## config.mk

```make
export PLATFORM = sky130hd
export DESIGN_NAME = gpio_irq_bank
export DESIGN_NICKNAME = d
export VERILOG_FILES = /design/src/rtl/gpio_irq_bank.sv
export SDC_FILE = /design/constraint.sdc
export NUM_CORES = 1
export LEC_CHECK = 0
export CORE_ASPECT_RATIO = 0.75
export CORE_MARGIN = 3
export CORE_UTILIZATION = 58
export CTS_CLUSTER_SIZE = 10
export DETAILED_ROUTE_END_ITERATION = 6
export HOLD_SLACK_MARGIN = 0.08
export PLACE_DENSITY = 0.77
export SLEW_MARGIN = 20
export SYNTH_ARGS = -nofsm -noshare
export SYNTH_HDL_FRONTEND = slang
export SYNTH_SLANG_ARGS = --single-unit
```

## constraint.sdc

```tcl
create_clock -name clk -period 3.29 [get_ports clk]
set_clock_uncertainty 0.1 [all_clocks]
set_input_delay 0.658 -clock clk [delete_from_list [all_inputs] [get_ports clk]]
set_output_delay 0.658 -clock clk [all_outputs]
set_load 0.01 [all_outputs]
```

## src/rtl/gpio_irq_bank.sv

```systemverilog
module gpio_irq_bank #(
  parameter int NPINS = 32,
  parameter int AW    = 7
) (
  input  logic             clk,
  input  logic             rst_n,
  input  logic             reg_wr,
  input  logic [AW-1:0]    reg_addr,
  input  logic [31:0]      reg_wdata,
  output logic [31:0]      reg_rdata,
  input  logic [NPINS-1:0] pin_in,
  output logic [NPINS-1:0] pin_out,
  output logic [NPINS-1:0] pin_oe,
  output logic             irq
);
  localparam logic [AW-1:0] A_MODE = AW'(7'h00);
  localparam logic [AW-1:0] A_DIR  = AW'(7'h04);
  localparam logic [AW-1:0] A_OUT  = AW'(7'h08);
  localparam logic [AW-1:0] A_IN   = AW'(7'h0C);
  localparam logic [AW-1:0] A_STAT = AW'(7'h10);
  localparam logic [AW-1:0] A_CLR  = AW'(7'h14);
  localparam logic [AW-1:0] A_MASK = AW'(7'h18);
  localparam logic [AW-1:0] A_UNMK = AW'(7'h1C);
  localparam logic [AW-1:0] A_POL  = AW'(7'h20);
  localparam logic [AW-1:0] A_EDGE = AW'(7'h24);
  localparam logic [AW-1:0] A_FILT = AW'(7'h28);
  localparam logic [AW-1:0] A_BOTH = AW'(7'h4C);

  logic [NPINS-1:0] mode_q, dir_q, out_q, mask_q, pol_q, edg_q, filt_q, both_q;
  logic [NPINS-1:0] sync1_q, sync2_q, prev_q, edge_lat;
  logic [NPINS-1:0] wd, rise, fall, hit, clr, status;
  logic [NPINS-1:0] rsel;

  assign wd   = reg_wdata[NPINS-1:0];
  assign rise = sync2_q & ~prev_q;
  assign fall = ~sync2_q & prev_q;
  assign hit  = mode_q & edg_q & ((both_q & (rise | fall)) |
                                  (~both_q & ~pol_q & rise) |
                                  (~both_q & pol_q & fall));
  assign clr  = (reg_wr && reg_addr == A_CLR) ? wd : '0;

  assign status  = mode_q & ((edg_q & edge_lat) | (~edg_q & (sync2_q ^ pol_q)));
  assign irq     = |(status & mask_q);
  assign pin_out = out_q;
  assign pin_oe  = dir_q & ~mode_q;

  always_ff @(posedge clk) begin
    if (!rst_n) begin
      sync1_q  <= '0;
      sync2_q  <= '0;
      prev_q   <= '0;
      edge_lat <= '0;
    end else begin
      sync1_q  <= pin_in;
      sync2_q  <= sync1_q;
      prev_q   <= sync2_q;
      edge_lat <= (edge_lat & ~clr) | hit;
    end
  end

  always_ff @(posedge clk) begin
    if (!rst_n) begin
      mode_q <= '0;
      dir_q  <= '0;
      out_q  <= '0;
      mask_q <= '0;
      pol_q  <= '0;
      edg_q  <= '0;
      filt_q <= '0;
      both_q <= '0;
    end else if (reg_wr) begin
      case (reg_addr)
        A_MODE:  mode_q <= wd;
        A_DIR:   dir_q  <= wd;
        A_OUT:   out_q  <= wd;
        A_MASK:  mask_q <= mask_q & wd;
        A_UNMK:  mask_q <= mask_q | wd;
        A_POL:   pol_q  <= wd;
        A_EDGE:  edg_q  <= wd;
        A_FILT:  filt_q <= wd;
        A_BOTH:  both_q <= wd;
        default: ;
      endcase
    end
  end

  always_comb begin
    case (reg_addr)
      A_MODE:  rsel = mode_q;
      A_DIR:   rsel = dir_q;
      A_OUT:   rsel = out_q;
      A_IN:    rsel = sync2_q;
      A_STAT:  rsel = status;
      A_MASK:  rsel = mask_q;
      A_POL:   rsel = pol_q;
      A_EDGE:  rsel = edg_q;
      A_FILT:  rsel = filt_q;
      A_BOTH:  rsel = both_q;
      default: rsel = '0;
    endcase
  end
  assign reg_rdata = 32'(rsel);
endmodule

```

---- Yosys cells after proc, flatten, opt, wreduce, memory -nomap -nowiden ----
Index checks and enable logic that the tools add are counted.
word-level totals
  register bits after elaboration ......... 384
  input bits .............................. 74
  logic and storage cells ................. 68
cells by class
  equal/unequal tests ..................... 11
  mux-type cells .......................... 3
  bitwise operators ....................... 30
  reduce and logical (&&, ||, !) cells .... 12
operators by type and width
  cell                number
  $and 32x32->32      16
  $pmux 32 s10        1
  $not 32->32         7
  $or 32x32->32       6
  $pmux 32 s2         1
  $mux 32             1
  $reduce_or 32->1    1
  $xor 32x32->32      1
  $eq 7x5->1 const B  4
  $eq 7x6->1 const B  3
  $reduce_and 2->1    8
  $eq 7x4->1 const B  2
  $eq 7x3->1 const B  1
  $eq 7x7->1 const B  1
  $logic_not 7->1     1
  $reduce_bool 2->1   1
  $logic_and 1x1->1   1

---- Depth between registers and ports, before layout ----
Gate-level depths: netlist of the first run.
  word-level depth ........................ 8
  mapped depth ............................ 9
  depth with buffers taken out ............ 5

---- Worst setup path before layout of the first run ----
OpenSTA, ideal clock, no wires.
  path type ............................... input to output
  start ................................... input reg_addr[0]
  end ..................................... output reg_rdata[2]
  arrival ................................. 2.131 ns
  setup slack ............................. 0.401 ns
  stages on the path ...................... 8
  buffers on the path ..................... 3
  path through ............................ buf_2 nor4bb_2 buf_6 and3_4 buf_6 a222oi_1 o21ai_1 or3_1
on the way
  cells in the longest elaborated chain, start to end .. 2
  elaborated cells on any way between the ends .. 11
  those cells by class .................... eq/ne: 9; mux: 1; reduce/logical: 1
RTL lines
  what                                      RTL line  source
  from (decl)                               8         input logic [AW-1:0] reg_addr,
  $eq 7x7->1, or another cell as far along  88        case (reg_addr)
  $pmux 32 s10 (*)                          88
  to (decl)                                 10        output logic [31:0] reg_rdata,
Mark *: on every way between the ends. The rest lies on a longest branch, timed or not.

---- Final worst setup path of the first run ----
  start ................................... register sync2_q[1]
  end ..................................... output irq
on the way
  cells in the longest elaborated chain, start to end .. 6
RTL lines
  what                    RTL line  source
  from (decl)             30        logic [NPINS-1:0] sync1_q, sync2_q, prev_q, edge_lat;
  from (signal assigned)  55        sync2_q <= sync1_q;
  $xor 32x32->32          42        assign status = mode_q & ((edg_q & edge_lat) | (~edg_q & (sync2_q ^ pol_q)));
  $and 32x32->32          42
  $or 32x32->32           42
  $and 32x32->32          42
  $and 32x32->32          43        assign irq = |(status & mask_q);
  $reduce_or 32->1        43
  to (decl)               14        output logic irq
No other way between the ends.

==> results of run 1 <==
-- critical path, cell delays in order (launching register included) --
cell           delay [ps]
dfxtp_1               460
xor2_1                160
o2111ai_1             410
and2_0                180
and4_1                290
nand3_1               160
dlygate4sd2_1         310
-- layer usage --
layer / up-vias / global-route usage [%] / share of wire, %
li1: 7966 / - / -
met1: 8487 / 50.7 / 39
met2: 1286 / 56.7 / 42
met3: 286 / 11.1 / 14
met4: 0 / 17.1 / 5.0
met5: - / 0 / 0
-- worst min-delay path by stage --
stage                                start                endpoint  slack [ps]  depth (start not counted)
finish               sync1_q[2]$_SDFF_PN0_   sync2_q[2]$_SDFF_PN0_         330                          1
global route         sync1_q[8]$_SDFF_PN0_   sync2_q[8]$_SDFF_PN0_         350                          1
CTS                  sync1_q[2]$_SDFF_PN0_   sync2_q[2]$_SDFF_PN0_         330                          1
detailed placement  sync1_q[20]$_SDFF_PN0_  sync2_q[20]$_SDFF_PN0_         320                          1
global placement     sync1_q[5]$_SDFF_PN0_   sync2_q[5]$_SDFF_PN0_         310                          1
floorplan            sync1_q[5]$_SDFF_PN0_   sync2_q[5]$_SDFF_PN0_         310                          1
-- state kept, by name, summed over array words and instances (netlist names) --
| register | flops |
|---|---|
| mode_q | 32 |
| prev_q | 32 |
| mask_q | 32 |
| edg_q | 32 |
| dir_q | 32 |
| pol_q | 32 |
| both_q | 32 |
| filt_q | 32 |
| pin_out | 32 |
| edge_lat | 32 |
| sync2_q | 32 |
| sync1_q | 32 |
-- per-stage QoR --
step / cell area (sq um) / worst slack (ps) / hold WS (ps)
2_1_floorplan: 18600 / 401 / 306
3_3_place_gp: 21400 / -703 / 313
3_5_place_dp: 21400 / -724 / 318
4_1_cts: 22900 / -42.4 / 328
5_1_grt: 23000 / 5.85 / 345
6_report: 23000 / 14.4 / 329
-- final cells by class --
cell class	instances	area share [%]
antenna	1	0.0109
clock buffer	48	5.08
inverter	103	1.68
multi-input combinational	1533	43.3
sequential	384	33.5
tap	406	2.21
timing repair buffer	342	14.2
-- where the power goes --
group	switching [mW]	internal [mW]	total, mW
combinational	0.306	0.257	0.563
clock	1.82	2.46	4.28
sequential	0.0459	4.71	4.75
total	2.17	7.43	9.60
-- layout by cell type, fill, tap and decap left out, types with 19 or more instances in the layout --
cell type        synthesis  layout
mux2_2                  32      32
and2_1                 100      99
buf_12                   0      25
clkdlybuf4s50_1          0     128
a21boi_0               189     189
inv_1                  103     103
buf_4                    6     135
o211ai_1                44      44
a222oi_1                31      31
o21ai_0                 54      54
nand2_1                505     505
nand3_1                 51      51
a22oi_1                 52      51
a21boi_1                99      99
nor2_1                  23      20
buf_2                   68      19
ha_1                    64      64
o2111ai_1               65      56
nand2b_1                29      29
xor2_1                  28      28
clkbuf_16                0      45
dfxtp_1                384     380
nor2b_1                 34      34
-- kinds of logic (layout without fill, tap and decap cells) --
kind of cell / after synthesis / count (layout)
and+or+nand+nor: 791 / 791
AOI/OAI and AO/OA: 606 / 606
DFF: 384 / 384
buffers and inverters: 288 / 493
adders and majority gates: 64 / 64
muxes: 40 / 40
xor gates and xnor gates: 32 / 32
other: 0 / 1
-- what timing repair did --
action	4_1_cts	5_1_grt
gates resized for setup	149	25
cloned	3	0
buffers inserted	18	7
pin swaps	21	14
endpoints found under the setup margin	33	31
==> metrics.yaml, run 1 <==
yosys:
  ys_top_cells_by_area: "dfxtp_1 (41%), nand2_1 (10%), a21boi_0 (7.6%)"
  yosys_warnings: 0
  synth_fa_ha_area_share_pct: 4.29
  ys_types: 60
  synth.most_common_cell: "nand2_1"
  yosys_most_used_dff: "dfxtp_1"
  ys_async_sr_fraction_pct: 0
  syn-instance-count: 2205
  synth_compound_area_share_pct: 24.5
  yosys.area_share.xor_xnor_pct: 1.50
  synth_top_area_cell: "dfxtp_1"
  synth_edf_count: 0
  syn_nets: 2343
  ys_ff_latch: 384
  synth_common_cells: "nand2_1 (505), dfxtp_1 (384), a21boi_0 (189), clkbuf_1 (108), inv_1 (103)"
  synthSimpleGateAreaFrac_pct: 19.7
  netlist_area_sq_um: 18600
  yosys.area.top_type_share_pct: 41.2
  synth_top_family_by_area: "compound AO/OA/AOI/OAI gates"
  avgSynthCellArea_sq_um: 8.46
  synth_mux_area_share_pct: 2.36
  ys_seq_area_share_pct: 41.2
global_route:
  antenna_found_initial: 2
  grt_pass1_wl_mm: 101
  grt-ovfl-total: 0
  grt_start_max_net_pins: 100
  grt_pass1_vias: 17600
  grt_usage_pct: 37.9
run_status:
  run_status: "finished with violations"
  violations: "design-rule violations"
clocking:
  cts_sinks: 384
  insertion_delay_ps: 550
  hold_buffers: 0
  cts.htree.levels: 2
  cts-buffers-inserted: 44
  cts_tree: "built"
  path_clk_slew_ps: 50
  clockRootBuffer: "clkbuf_16"
  cts_buffer_depth: 3
critical_path:
  criticalPathCategory: "reg -> out"
  crit_required_ps: 2530
  r2r_cells: 6
  end_kind: "primary output"
  critPathArrivalTime_ps: 2520
  r2r_end: "edge_lat[10]$_SDFF_PN0_"
  crit_path_start: "sync2_q[1]$_SDFF_PN0_"
  startpoint_type: "flop"
  r2r_setup_slack_ps: 1720
  worstSetupEndpoint: "irq"
  r2r-start: "sync2_q[10]$_SDFF_PN0_"
  critPathMaxFanout: 5
routing:
  drtIter0Drc: 2760
  drc: 9
  viasPerCell: 6.40
  antenna_left: 0
  vias: 18000
  wl_per_cell_microns: 23.5
  drt_wl_total_mm: 66.2
  dr.pass1.iters: 7
cells_and_area:
  layout.cells.non_filler: 2817
  fin_nets: 2546
  final_util_pct: 73.0
  regArea_sq_um: 7690
  area_delta_synth_final_pct: 23.1
  fillerInstances: 2333
  multiInputGateArea_sq_um: 9930
  drive_above_1_share_pct: 13.8
power:
  leakagePower_nw: 8.31
  vdd_drop_max_mv: 0.346
  power_density_nw_per_um2: 418
  total_power_mw: 9.60
sta:
  rsz0062_at_grt: "false"
  slew_viol_final: 0
  setup_viol: 0
  period_needed_ps: 3280
  hold_violations: 0
  max_freq_mhz: 305
  final.setup.tns_ps: 0
  tightest_slew_ps: 587
  finalCritPeriodShare_pct: 99.6
  slew_headroom_pct: 60.8
floorplanning:
  core_sq_um: 31500
  die-height_microns: 161
  die_area_sq_um: 34400
  ios: 171
  rows: 56
  initial_core_util_pct: 59.3
  dieWidth_microns: 213
place:
  io_buffers: 170
  dp_hpwl_mm: 43.3
  routabilityCongestion: 0.969
  dp_cells: 2740
min_path:
  hold_class: "reg -> reg"
job:
  cap_violations: 0
(Power assumes the default switching activity.)
==> run 2, diff against run 1 <==
--- a/config.mk
+++ b/config.mk
@@ -11,7 +11,7 @@
 export CTS_CLUSTER_SIZE = 10
 export DETAILED_ROUTE_END_ITERATION = 6
 export HOLD_SLACK_MARGIN = 0.08
-export PLACE_DENSITY = 0.77
+export PLACE_DENSITY = 0.8
 export SLEW_MARGIN = 20
 export SYNTH_ARGS = -nofsm -noshare
 export SYNTH_HDL_FRONTEND = slang
==> run 2 against run 1 <==
  * The flow still finishes with violations (design-rule violations)
  * Sequential cell count unchanged
  * Final area increased by 0.19%
  * Worst hold slack got worse by 4.4 ps
  * Count of clock-buffer cells in the layout increased by 2
  * Critical path type unchanged
==> metrics.yaml, run 2 (same netlist as run 1, synthesis figures left out) <==
clocking:
  cts_buffer_depth: 3  # unchanged
  path_clk_slew_ps: 60  # was 50 ps
  cts-buffers-inserted: 44  # unchanged
  hold_buffers: 0  # unchanged
  cts_sinks: 384  # unchanged
  insertion_delay_ps: 550  # about the same
  cts_tree: "built"  # unchanged
  clockRootBuffer: "clkbuf_16"  # unchanged
  cts.htree.levels: 2  # unchanged
floorplanning:
  ios: 171  # unchanged
  rows: 56  # unchanged
  dieWidth_microns: 213  # unchanged
  initial_core_util_pct: 59.3  # unchanged
  die_area_sq_um: 34400  # unchanged
  core_sq_um: 31500  # unchanged
  die-height_microns: 161  # unchanged
sta:
  max_freq_mhz: 306  # was 305 MHz
  slew_viol_final: 0  # unchanged
  tightest_slew_ps: 733  # was 587 ps
  slew_headroom_pct: 51.1  # was 60.8%
  final.setup.tns_ps: 0  # unchanged
  finalCritPeriodShare_pct: 99.3  # was 99.6%
  hold_ws_ps: 325  # was 329 ps
  setup_viol: 0  # unchanged
  hold_violations: 0  # unchanged
  rsz0062_at_grt: "true"  # was false
  period_needed_ps: 3270  # was 3280 ps
critical_path:
  cp_cell_sequence: "xor2_1, o2111ai_2, o2111ai_1, nor3_2, nand3_1, dlygate4sd2_1"  # was xor2_1, o2111ai_1, and2_0, and4_1, nand3_1, dlygate4sd2_1
  critPathArrivalTime_ps: 2510  # was 2520 ps
  critPathMaxFanout: 4  # was 5
  cp_slowest_stage_delay_ps: 440  # was 460 ps
  critPathTopFamily: "compound AO/OA/AOI/OAI gates"  # was simple AND/OR/NAND/NOR gates
  crit_required_ps: 2530  # about the same
  cp.buffers_inverters: 1  # unchanged
  critPathSlowestCell: "dfxtp_1"  # unchanged
  end_kind: "primary output"  # unchanged
  crit_path_start: "pol_q[4]$_SDFFE_PN0P_"  # was sync2_q[1]$_SDFF_PN0_
  startpoint_type: "flop"  # unchanged
  criticalPathCategory: "reg -> out"  # unchanged
  r2r-start: "sync2_q[23]$_SDFF_PN0_"  # was sync2_q[10]$_SDFF_PN0_
global_route:
  antenna_found_initial: 1  # was 2
  grt_pass1_wl_mm: 100  # was 101 mm
  grt_pass1_vias: 17700  # was 17600
  grt-ovfl-total: 0  # unchanged
  grt_start_max_net_pins: 108  # was 100
  grt_usage_pct: 37.4  # was 37.9%
cells_and_area:
  fin_nets: 2551  # was 2546
  drive_above_1_share_pct: 13.1  # was 13.8%
  final_common_cell: "nand2_1"  # unchanged
  multiInputGateArea_sq_um: 9900  # was 9930 sq um
  mostFrequentLayoutCells: "nand2_1 (504), dfxtp_1 (382), a21boi_0 (189)"  # was nand2_1 (505), dfxtp_1 (380), a21boi_0 (189)
  fillerInstances: 2307  # was 2333
  area_delta_synth_final_pct: 23.4  # was 23.1%
  final_util_pct: 73.1  # was 73.0%
  regArea_sq_um: 7690  # about the same
power:
  vdd_drop_max_mv: 0.411  # was 0.346 mV
  leakagePower_nw: 8.37  # was 8.31 nW
  power_density_nw_per_um2: 418  # about the same
min_path:
  min-delay-start: "sync1_q[24]$_SDFF_PN0_"  # was sync1_q[2]$_SDFF_PN0_
  hold_class: "reg -> reg"  # unchanged
place:
  dp_hpwl_mm: 43.2  # was 43.3 mm
  routabilityCongestion: 1.00  # was 0.969
  io_buffers: 170  # unchanged
routing:
  dr.pass1.iters: 7  # unchanged
  drc: 9  # unchanged
  wl_per_cell_microns: 23.3  # was 23.5 microns
  vias: 18100  # was 18000
  viasPerCell: 6.42  # was 6.40
  drt_wl_total_mm: 65.7  # was 66.2 mm
  antenna_left: 0  # unchanged
  drtIter0Drc: 2715  # was 2760
job:
  cap_violations: 0  # unchanged
run_status:
  violations: "design-rule violations"  # unchanged
  run_status: "finished with violations"  # unchanged
-- run 2: changes by cell type in the layout (fill, tap and decap cells not counted), sizes merged --
cell	previous run	this run
clkdlybuf4s15	9	2
clkbuf	55	58
buf	190	194
bufbuf	1	0
dlygate4sd2	7	15
-- run 2: final timing paths --
kind,slack [ps],depth (start not counted),end
setup reg to reg,1760,5,edge_lat[23]$_SDFF_PN0_
hold reg to reg,320,1,sync2_q[24]$_SDFF_PN0_
hold / removal,320,1,sync2_q[24]$_SDFF_PN0_
setup / recovery,20,6,irq
-- run 2: what timing repair did --
| item | 4_1_cts | 5_1_grt |
|---|---|---|
| gates cloned | 2 | 0 |
| setup endpoints to repair | 33 | 19 |
| pin swaps | 23 | 14 |
| setup buffers | 19 | 4 |
| resized for setup | 143 | 28 |
-- run 2: power breakdown --
group          leakage [nW]  switching (mW)  internal [mW]  total (mW)
registers              3.11          0.0449           4.71        4.75
clock network         0.566            1.84           2.43        4.27
logic                  4.69           0.313          0.269       0.582
total                  8.37            2.20           7.41        9.61
-- run 2: cell type report --
class	instances	area share [%]
multi-input cells	1533	43.0
flip-flops and latches	384	33.4
repair buffers	347	14.6
clock buffers	50	5.02
well taps	406	2.21
inverters	103	1.68
diodes	1	0.0109
-- run 2: metrics by stage --
| stage | worst slack [ps] | power (mW) | std cells | cell area, sq um |
|---|---|---|---|---|
| floorplan | 401 | 5.13 | 2205 | 18600 |
| global placement | -857 | 5.37 | 2749 | 21500 |
| detailed placement | -914 | 5.39 | 2749 | 21500 |
| CTS | -6.76 | 9.60 | 2820 | 23000 |
| global route | -71.6 | 9.85 | 2824 | 23000 |
| finish | 21.4 | 9.61 | 2824 | 23000 |
-- run 2: metal layers --
metal | up-vias | GRT usage [%] | part of all wire (%)
li1 | 7984 | - | -
met1 | 8505 | 49.9 | 38
met2 | 1317 | 55.2 | 42
met3 | 335 | 10.6 | 14
met4 | 0 | 19.5 | 5.7
met5 | - | 0 | 0
